$ cat config.mk
export PLATFORM = sky130hd
export DESIGN_NAME = pwm_bank
export DESIGN_NICKNAME = d
export VERILOG_FILES = /design/src/rtl/pwm_bank_pkg.sv /design/src/rtl/pwm_bank_regs.sv /design/src/rtl/pwm_bank_core.sv /design/src/rtl/pwm_bank.sv
export SDC_FILE = /design/constraint.sdc
export NUM_CORES = 2
export LEC_CHECK = 0
export BUFFER_PORTS_ARGS = -buffer_cell sky130_fd_sc_hd__buf_2
export CELL_PAD_IN_SITES_DETAIL_PLACEMENT = 0
export CELL_PAD_IN_SITES_GLOBAL_PLACEMENT = 1
export CORE_MARGIN = 1
export CORE_UTILIZATION = 50
export DETAILED_ROUTE_END_ITERATION = 8
export GPL_ROUTABILITY_DRIVEN = 0
export PLACE_DENSITY = 0.77
export SYNTH_ARGS = -nofsm -noshare
export SYNTH_HDL_FRONTEND = slang
export SYNTH_SLANG_ARGS = --single-unit
$ cat constraint.sdc
create_clock -name clk -period 7.8 [get_ports clk]
set_input_delay 0.78 -clock clk [delete_from_list [all_inputs] [get_ports clk]]
set_output_delay 0.78 -clock clk [all_outputs]
set_load 0.02 [all_outputs]
$ cat src/rtl/pwm_bank_pkg.sv
package pwm_bank_pkg;
   // log2 of the per-channel register window in bytes
   localparam int WIN_LOG2 = 5;

   // word offsets within a channel window (address bits [3:2])
   localparam logic [1:0] W_PER  = 2'd0;
   localparam logic [1:0] W_DUTY = 2'd1;
   localparam logic [1:0] W_LIM  = 2'd2;
   localparam logic [1:0] W_CTRL = 2'd3;

   // control word bit positions
   localparam int CTL_EN   = 0;
   localparam int CTL_POL  = 1;
   localparam int CTL_KEEP = 2;

   typedef struct packed {
      logic keep;
      logic pol;
      logic en;
   } ctrl_t;
endpackage

$ cat src/rtl/pwm_bank_regs.sv
module pwm_bank_regs
   import pwm_bank_pkg::*;
#(
   parameter int DATA_W = 32
) (
   input  logic              clk,
   input  logic              rst_n,
   input  logic              wr_hit,
   input  logic [1:0]        word_sel,
   input  logic [DATA_W-1:0] wdata,
   input  logic              done,
   output logic [DATA_W-1:0] per_sh,
   output logic [DATA_W-1:0] duty_sh,
   output logic [DATA_W-1:0] lim,
   output logic              en,
   output logic              pol,
   output logic              keep,
   output logic              arm,
   output logic              ctrl_wr,
   output logic [DATA_W-1:0] rd_data
);
   ctrl_t ctrl_q;

   assign ctrl_wr = wr_hit && (word_sel == W_CTRL);
   assign arm     = ctrl_wr && wdata[CTL_EN];

   always_ff @(posedge clk or negedge rst_n) begin
      if (!rst_n) begin
         per_sh  <= '0;
         duty_sh <= '0;
         lim     <= '0;
         ctrl_q  <= '0;
      end else begin
         if (wr_hit && word_sel == W_PER)  per_sh  <= wdata;
         if (wr_hit && word_sel == W_DUTY) duty_sh <= wdata;
         if (wr_hit && word_sel == W_LIM)  lim     <= wdata;
         if (ctrl_wr) begin
            ctrl_q.en   <= wdata[CTL_EN];
            ctrl_q.pol  <= wdata[CTL_POL];
            ctrl_q.keep <= wdata[CTL_KEEP];
         end else if (done) begin
            ctrl_q.en <= 1'b0;   // budget exhausted: self-clear
         end
      end
   end

   assign en   = ctrl_q.en;
   assign pol  = ctrl_q.pol;
   assign keep = ctrl_q.keep;

   always_comb begin
      unique case (word_sel)
         W_PER:   rd_data = per_sh;
         W_DUTY:  rd_data = duty_sh;
         W_LIM:   rd_data = lim;
         default: rd_data = DATA_W'(ctrl_q);
      endcase
   end
endmodule

$ cat src/rtl/pwm_bank_core.sv
module pwm_bank_core #(
   parameter int DATA_W = 32
) (
   input  logic              clk,
   input  logic              rst_n,
   input  logic              en,
   input  logic              pol,
   input  logic              keep,
   input  logic              arm,
   input  logic [DATA_W-1:0] per_sh,
   input  logic [DATA_W-1:0] duty_sh,
   input  logic [DATA_W-1:0] lim,
   output logic              pwm,
   output logic              done,
   output logic              per_zero
);
   logic [DATA_W-1:0] act_per, act_duty, cnt, emitted;
   logic              pend;
   logic [DATA_W:0]   emit_next;
   logic              boundary, arm_idle, arm_run;

   assign per_zero  = (act_per == '0);
   assign boundary  = per_zero || (cnt == act_per - DATA_W'(1));
   assign arm_idle  = arm && !en;
   assign arm_run   = arm && en;
   assign emit_next = {1'b0, emitted} + (DATA_W+1)'(1);
   assign done      = en && boundary && !per_zero && !keep &&
                      (emit_next >= {1'b0, lim});

   always_ff @(posedge clk or negedge rst_n) begin
      if (!rst_n) begin
         act_per  <= '0;
         act_duty <= '0;
         cnt      <= '0;
         emitted  <= '0;
         pend     <= 1'b0;
      end else if (arm_idle) begin
         act_per  <= per_sh;     // start from fresh shadow values
         act_duty <= duty_sh;
         cnt      <= '0;
         emitted  <= '0;
         pend     <= 1'b0;
      end else if (!en) begin
         cnt      <= '0;
         emitted  <= '0;
         pend     <= 1'b0;
      end else begin
         if (boundary) begin
            cnt <= '0;
            if (pend) begin      // deferred reload at cycle boundary
               act_per  <= per_sh;
               act_duty <= duty_sh;
               emitted  <= '0;
            end else if (!per_zero) begin
               emitted <= emit_next[DATA_W-1:0];
            end
         end else begin
            cnt <= cnt + DATA_W'(1);
         end
         if (arm_run)       pend <= 1'b1;
         else if (boundary) pend <= 1'b0;
      end
   end

   assign pwm = (en && !per_zero) ? ((cnt < act_duty) ^ pol) : pol;
endmodule

$ cat src/rtl/pwm_bank.sv
module pwm_bank
   import pwm_bank_pkg::*;
#(
   parameter int  NCH    = 4,
   parameter int  DATA_W = 32,
   localparam int CH_W   = $clog2(NCH),
   localparam int ADDR_W = WIN_LOG2 + CH_W
) (
   input  logic              clk,
   input  logic              rst_n,
   input  logic [ADDR_W-1:0] reg_addr,
   input  logic              reg_we,
   input  logic [DATA_W-1:0] reg_wdata,
   output logic [DATA_W-1:0] reg_rdata,
   output logic [NCH-1:0]    pwm_out
);
   if (!(NCH == 2 || NCH == 4 || NCH == 8)) begin : g_bad_nch
      $error("pwm_bank: NCH must be 2, 4 or 8");
   end
   if (DATA_W < 3) begin : g_bad_width
      $error("pwm_bank: DATA_W must hold the control bits");
   end

   logic [CH_W-1:0]   ch_sel;
   logic [1:0]        word_sel;
   logic              in_map;
   logic [DATA_W-1:0] ch_rd [NCH];
   logic [NCH-1:0]    ch_en, ch_pol, ch_keep, ch_arm;
   logic [NCH-1:0]    ch_done, ch_per_zero, ch_ctrl_wr;

   assign ch_sel   = reg_addr[ADDR_W-1:WIN_LOG2];
   assign word_sel = reg_addr[3:2];
   assign in_map   = (reg_addr[4] == 1'b0) && (reg_addr[1:0] == 2'b00);

   for (genvar i = 0; i < NCH; i++) begin : g_ch
      logic              hit;
      logic [DATA_W-1:0] per_sh, duty_sh, lim;

      assign hit = reg_we && in_map && (ch_sel == CH_W'(i));

      pwm_bank_regs #(.DATA_W(DATA_W)) u_regs (
         .clk      (clk),
         .rst_n    (rst_n),
         .wr_hit   (hit),
         .word_sel (word_sel),
         .wdata    (reg_wdata),
         .done     (ch_done[i]),
         .per_sh   (per_sh),
         .duty_sh  (duty_sh),
         .lim      (lim),
         .en       (ch_en[i]),
         .pol      (ch_pol[i]),
         .keep     (ch_keep[i]),
         .arm      (ch_arm[i]),
         .ctrl_wr  (ch_ctrl_wr[i]),
         .rd_data  (ch_rd[i])
      );

      pwm_bank_core #(.DATA_W(DATA_W)) u_core (
         .clk      (clk),
         .rst_n    (rst_n),
         .en       (ch_en[i]),
         .pol      (ch_pol[i]),
         .keep     (ch_keep[i]),
         .arm      (ch_arm[i]),
         .per_sh   (per_sh),
         .duty_sh  (duty_sh),
         .lim      (lim),
         .pwm      (pwm_out[i]),
         .done     (ch_done[i]),
         .per_zero (ch_per_zero[i])
      );
   end

   assign reg_rdata = in_map ? ch_rd[ch_sel] : '0;
endmodule

; ---- Yosys cells after proc, flatten, opt, wreduce, memory -nomap -nowiden
; Index checks and enable logic that the tools add are counted.
[classes]
n_reduce_logical = 101
eq_ne = 22
muxes = 100
addsub = 12
magnitude_cmp = 9
n_bitwise = 6
[ops]
columns = op, n
row1 = 32-bit two-way mux, 67
row2 = 32-bit one-hot mux with 3 select lines, 4
row3 = 32-bit by 1-bit adder with 33-bit output (second input constant), 4
row4 = 33-bit by 32-bit greater-or-equal comparator with 1-bit output, 4
row5 = 32-bit by 1-bit adder with 32-bit output (second input constant), 4
row6 = 32-bit equality test, 4
row7 = 32-bit logical NOT, 4
row8 = 32-bit less-than comparator, 4
row9 = 32-bit by 1-bit subtractor with 32-bit output (second input constant), 4
row10 = 32-bit binary-select mux with 2-bit select, 1
row11 = 1-bit logical AND, 54
row12 = 2-bit nonzero test, 16
row13 = 1-bit two-way mux, 28
row14 = 4-bit by 1-bit != test with 1-bit output (second input constant), 4
row15 = 4-bit != test (second input constant), 4
row16 = 1-bit logical NOT, 12
row17 = 3-bit by 1-bit != test with 1-bit output (second input constant), 4
row18 = 3-bit AND reduction, 4
row19 = 2-bit equality test (second input constant), 4
row20 = 2-bit AND reduction, 4
row21 = 2-bit logical NOT, 3
row22 = 2-bit by 1-bit equality test with 1-bit output (second input constant), 2
row23 = 1-bit logical OR, 4
row24 = 1-bit bitwise XOR, 4
row25 = other kinds (3), 3
[word_totals]
out_inout_bits = 36
elab_cells = 294
inputBits = 42
register_bits = 912

; ---- Longest topological paths before layout
[logic_depth]
depth_word = 10
ltp_mapped = 19

; ---- Hierarchy
; A second synthesis with hierarchy kept.
[hier_totals]
hier_cells = 6018
area_unflattened_um2 = 59668.5
[modules_own_cells]
columns = mod, n_inst, area_per_inst_um2, cells_each
row1 = pwm_bank_core at g_ch[0].u_core ..., 3, 9980.8, 1131
row2 = pwm_bank_regs, 4, 4428.0, 287
row3 = pwm_bank_core at g_ch[3].u_core, 1, 10935.5, 1357
row4 = pwm_bank, 1, 1078.5, 120

; ---- Least setup slack after synthesis
; No wires, ideal clock.
[synth_path]
path_type = input port to output port
start = input port reg_addr[2]
end = output port reg_rdata[11]
arrival_time_ns = 2.988
n_path_buf = 4
t_required_ns = 7.020
path_slack_ns = 4.032
cell_stages = 8
cell_sequence = clkbuf_1 > clkbuf_1 > clkbuf_1 > buf_1 > mux2i_1 > o221ai_1 > nand3b_1 > a21oi_1
[synth_between]
elab_chain_len = 6
word_cells_on_any_way = 11
classes_between = eq/ne: 2 / mux: 8 / reduce/logical: 1
[synth_lines]
columns = element, line
row1 = start: declaration, pwm_bank.sv:11  ; input logic [ADDR_W-1:0] reg_addr,
row2 = "2-bit equality test, or another cell as far along", pwm_bank_regs.sv:52  ; unique case (word_sel)
row3 = 32-bit one-hot mux with 3 select lines, pwm_bank_regs.sv:52
row4 = 32-bit binary-select mux with 2-bit select *, pwm_bank.sv:75  ; assign reg_rdata = in_map ? ch_rd[ch_sel] : '0;
row5 = 32-bit two-way mux (not written as such) * (2 in a row), pwm_bank.sv:75
row6 = 32-bit two-way mux *, pwm_bank.sv:75
row7 = end: declaration, pwm_bank.sv:14  ; output logic [DATA_W-1:0] reg_rdata,
; Mark *: on every way between the ends. The rest lies on a longest branch, timed or not. The select of a mux whose other input is x is not followed.

; ---- Worst setup path after layout
[layout_path]
start = register g_ch[3].u_core.act_per[4]
end = output port pwm_out[3]
[layout_between]
elab_chain_len = 4
[layout_lines]
columns = element, line
row1 = start: declaration, pwm_bank_core.sv:17  ; logic [DATA_W-1:0] act_per, act_duty, cnt, emitted;
row2 = start signal: assignment, pwm_bank_core.sv:38  ; act_per <= per_sh;
row3 = start signal: assignment, pwm_bank_core.sv:51  ; act_per <= per_sh;
row4 = 32-bit logical NOT, pwm_bank_core.sv:22  ; assign per_zero = (act_per == '0);
row5 = 1-bit logical NOT, pwm_bank_core.sv:65  ; assign pwm = (en && !per_zero) ? ((cnt < act_duty) ^ pol) : pol;
row6 = 1-bit logical AND, pwm_bank_core.sv:65
row7 = 1-bit two-way mux, pwm_bank_core.sv:65
row8 = end: declaration, pwm_bank.sv:15  ; output logic [NCH-1:0] pwm_out
; Every way passes these cells.

==> impl_metrics.csv <==
group,metric,value,unit
grt,globalRouteTotalUtil,29.6,%
routing,vias_per_cell,6.19,
sta,fin_crit,5320,ps
run,maxCapViolations,0,
place,portBuffers,77,
cts,ctsHoldBuffers,0,
logic_synthesis,syn_nets,5576,
grt,grt_overflow,0,
cts,path_clk_slew,60,ps
sta,worst_pin_slew,1290,ps
sta,maxSlewViolCount,0,
critical_path,start_kind,"register",
pwr,p_int,8460,µW
logic_synthesis,syn_area_per_cell,10.3,µm²
floorplan,core,107000,µm²
layout,syn2layout_area_growth,8.84,%
logic_synthesis,synthXorXnorAreaFrac,6.32,%
floorplan,die_h,331,µm
critical_path,rrSetupSlack,2680,ps
cts,cts_root_buf,"clkbuf_16",
critical_path,cp-end-kind,"primary output",
sta,hold_violations,0,
layout,drive_above_1_share,14.8,%
routing,finalWirelength,163000,µm
sta,finClkSkew,20.2,ps
cts,cts_buffer_depth,3,
place,place_hpwl,116000,µm
routing,route.detailed.drc,0,
critical_path,critical_path_class,"register to primary output",
pwr,power_switching,3220,µW
grt,grt_start_max_net_pins,158,
routing,num_vias,41200,
critical_path,critical_path.cell_chain,"or4_1 -> nor3_1 -> nand4_1 -> nand2_1 -> nor2_1 -> o31ai_1 -> xnor2_1 -> buf_2",
cts,clock-sinks,912,
sta,finalSetupViolCount,0,
sta,maxSlewHeadroom,13.5,%
logic_synthesis,synth-async-reset-ratio,100,%
sta,fin_setup_tns,0,ps
logic_synthesis,synth_ff_type,"dfrtp_1",
cts,cts_tree,"done",
routing,avgRoutedWirePerCell,24.5,µm
logic_synthesis,ys_seq_area_share,42.1,%
layout,layout.nets,5486,
sta,max_freq,188,MHz
floorplan,die_w,331,µm
critical_path,critPathRequiredTime,7020,ps
critical_path,reg2reg_depth,12,
floorplan,io_pins,78,
grt,grt_antenna_before_repair,15,
cts,clk_latency,710,ps
critical_path,crit_slowest_cell,"nand4_1",
logic_synthesis,ys_warn_count,0,
logic_synthesis,netlist_area,54200,µm²
logic_synthesis,netlist_instances,5266,
routing,first_pass_iters,5,
cts,cts_setup_buffers,0,
floorplan,die-area,110000,µm²
logic_synthesis,synth-adder-area-share,6.20,%
floorplan,rows,120,
routing,ant_nets,0,
sta,rsz0062_at_grt,"false",
grt,grt_pass1_vias,39600,
pwr,clkPwrFrac,42.4,%
pwr,leakagePower,0.0282,µW
logic_synthesis,ys_ff_latch,912,
pwr,netSwitchingFraction,27.6,%
logic_synthesis,synth_enable_flop_cells,0,
logic_synthesis,synth_top_family_by_area,"multiplexers",
critical_path,r2r_start,"g_ch[1].u_core.act_per[0]",
logic_synthesis,synth_compound_gate_area_share,11.3,%
sta,fin_ws,2480,ps
logic_synthesis,synth.area.mux_share,15.3,%
status,outcome,"finished, final reports clean",
critical_path,critPathArrivalTime,4540,ps
grt,grt_first_pass_wirelength,249000,µm
critical_path,cp_max_fo,19,
logic_synthesis,synth_simple_gate_area_share,14.3,%
place,pre_cts_ws,2800,ps
pwr,powerDensity,198,nW/µm²
floorplan,initial_core_util,50.5,%
routing,dr.first_iter.drc_count,3476,
cts,cts-htree-levels,3,
pwr,power_frac_comb,12.9,%
pwr,peakVddDrop,0.194,mV
cts,cts_buffers,101,
pwr,seq_power_share,44.7,%
critical_path,r2r-end,"g_ch[1].u_core.act_per[5]",
sta,fin_crit_sh,68.1,%
critical_path,max_stage_delay,840,ps
logic_synthesis,synth_cell_types,92,
layout,diodes,0,
cts,cts_resized,0,
min_path,hp-class,"input pin to async pin",
-- sequential cells by signal (all words and copies together), names as in the netlist --
| name | count |
|---|---|
| g_ch.u_regs.en | 4 |
| g_ch.u_core.act_per | 128 |
| g_ch.u_core.act_duty | 128 |
| g_ch.u_regs.duty_sh | 128 |
| g_ch.u_regs.keep | 4 |
| g_ch.u_core.emitted | 128 |
| g_ch.u_regs.per_sh | 128 |
| g_ch.u_core.pend | 4 |
| g_ch.u_core.cnt | 128 |
| g_ch.u_regs.pol | 4 |
| g_ch.u_regs.lim | 128 |
-- cells by family after synthesis --
| family | Yosys count |
|---|---|
| AOI/OAI and AO/OA | 860 |
| xor gates and xnor gates | 390 |
| adders and majority gates | 269 |
| buffers and inverters | 625 |
| DFF | 912 |
| muxes | 747 |
| and+or+nand+nor | 1463 |
-- layout make-up --
| cell class | count | area (µm²) |
|---|---|---|
| multi-input cells | 3729 | 29000 |
| clock inverters | 33 | 412 |
| repair buffers | 133 | 900 |
| inverters | 299 | 1120 |
| well taps | 1403 | 1760 |
| flip-flops and latches | 912 | 22800 |
| clock buffers | 150 | 2980 |
| fillers | 9365 | 48300 |
-- worst max path at each step --
stage / cells after the start / slack (ps) / start / endpoint
2_1_floorplan: 8 / 4030 / reg_addr[2] / reg_rdata[11]
3_3_place_gp: 12 / 2940 / g_ch[1].u_core.act_per[0] / g_ch[1].u_core.act_per[5]
3_5_place_dp: 12 / 2800 / g_ch[1].u_core.act_per[0] / g_ch[1].u_core.act_duty[3]
4_1_cts: 8 / 2490 / g_ch[3].u_core.act_per[4] / pwm_out[3]
5_1_grt: 8 / 2180 / g_ch[3].u_core.act_per[4] / pwm_out[3]
6_report: 8 / 2480 / g_ch[3].u_core.act_per[4] / pwm_out[3]
-- placed cells by master (no fill, tap or decap), types with 27 or more instances in the layout --
master     Yosys  routed
mux2i_1      181     181
nand3_1      255     255
ha_1         268     268
o22ai_1       42      42
or3_1         27      27
inv_1        295     295
mux2_2       416     416
mux2_1       142     142
or4_1         45      45
clkbuf_16      0     104
nand2_1      274     270
nor2_1       290     289
and2_1        32      31
o221ai_1     117     117
xnor2_1      231     231
o21a_1        29      29
a21o_1       102     102
a22o_1        41      41
nor2b_1       32      31
o21ai_1       50      50
nor3_1        80      79
a221o_1       40      40
o211ai_1      34      34
buf_2         38      74
nor4_1        60      59
xor2_1       158     158
buf_4          7      51
o21ai_0      103     103
and3_1        67      67
a21oi_1      132     131
dfrtp_1      912     912
nand3b_1      38      38
nand4_1      112     112
-- critical path, delay by kind of cell (launching register included) --
kind	cells	cell delay, ps
compound gates	1	110
buf+inv	1	220
xor+xnor	1	210
flops	1	450
simple gates	5	2820
-- power groups by stage --
| stage | combinational (µW) | sequential [µW] | clock (µW) |
|---|---|---|---|
| after detailed placement | 1480 | 5300 | 0 |
| after floorplan | 966 | 5220 | 0 |
| after global placement | 1460 | 5290 | 0 |
| after CTS | 1490 | 5220 | 5040 |
| after global routing | 1630 | 5260 | 5220 |
| final | 1500 | 5220 | 4950 |
-- synth_stat cells, types with 29 or more instances --
master    instances  area [µm²]
nand3b_1         38         285
inv_1           295        1110
nor2b_1          32         200
xor2_1          158        1380
buf_1            50         188
nand2_1         274        1030
or4_1            45         338
nand3_1         255        1280
a221o_1          40         400
mux2i_1         181        1810
o22ai_1          42         263
and2_1           32         200
clkbuf_1        226         848
o21ai_1          50         250
ha_1            268        3350
nor4_1           60         375
mux2_1          142        1600
a21o_1          102         766
nand4_1         112         701
xnor2_1         231        2020
nor3_1           80         400
dfrtp_1         912       22800
and3_1           67         419
o211ai_1         34         255
a21oi_1         132         661
nor2_1          290        1090
buf_2            38         190
o221ai_1        117        1020
mux2_2          416        4680
o21a_1           29         218
o21ai_0         103         515
a22o_1           41         359
-- per-stage QoR --
step	util [%]	hold slack (ps)	instances	total power, µW	cell area, µm²
CTS	55.0	185	6659	11800	59000
floorplan	-	458	5266	6190	54200
finish	55.0	152	6659	11700	59000
detailed placement	51.8	475	6476	6790	55600
global placement	51.8	468	6476	6750	55600
global route	55.0	241	6659	12100	59000
-- per-layer routing --
layer	vias up	global-route usage [%]	part of all wire, %
met2	1270	46.8	46
met5	-	0	0.0080
met3	303	5.41	6.7
li1	19000	-	-
met1	20700	40.0	43
met4	2	12.2	4.2
Power figures use the tool's default switching activity.
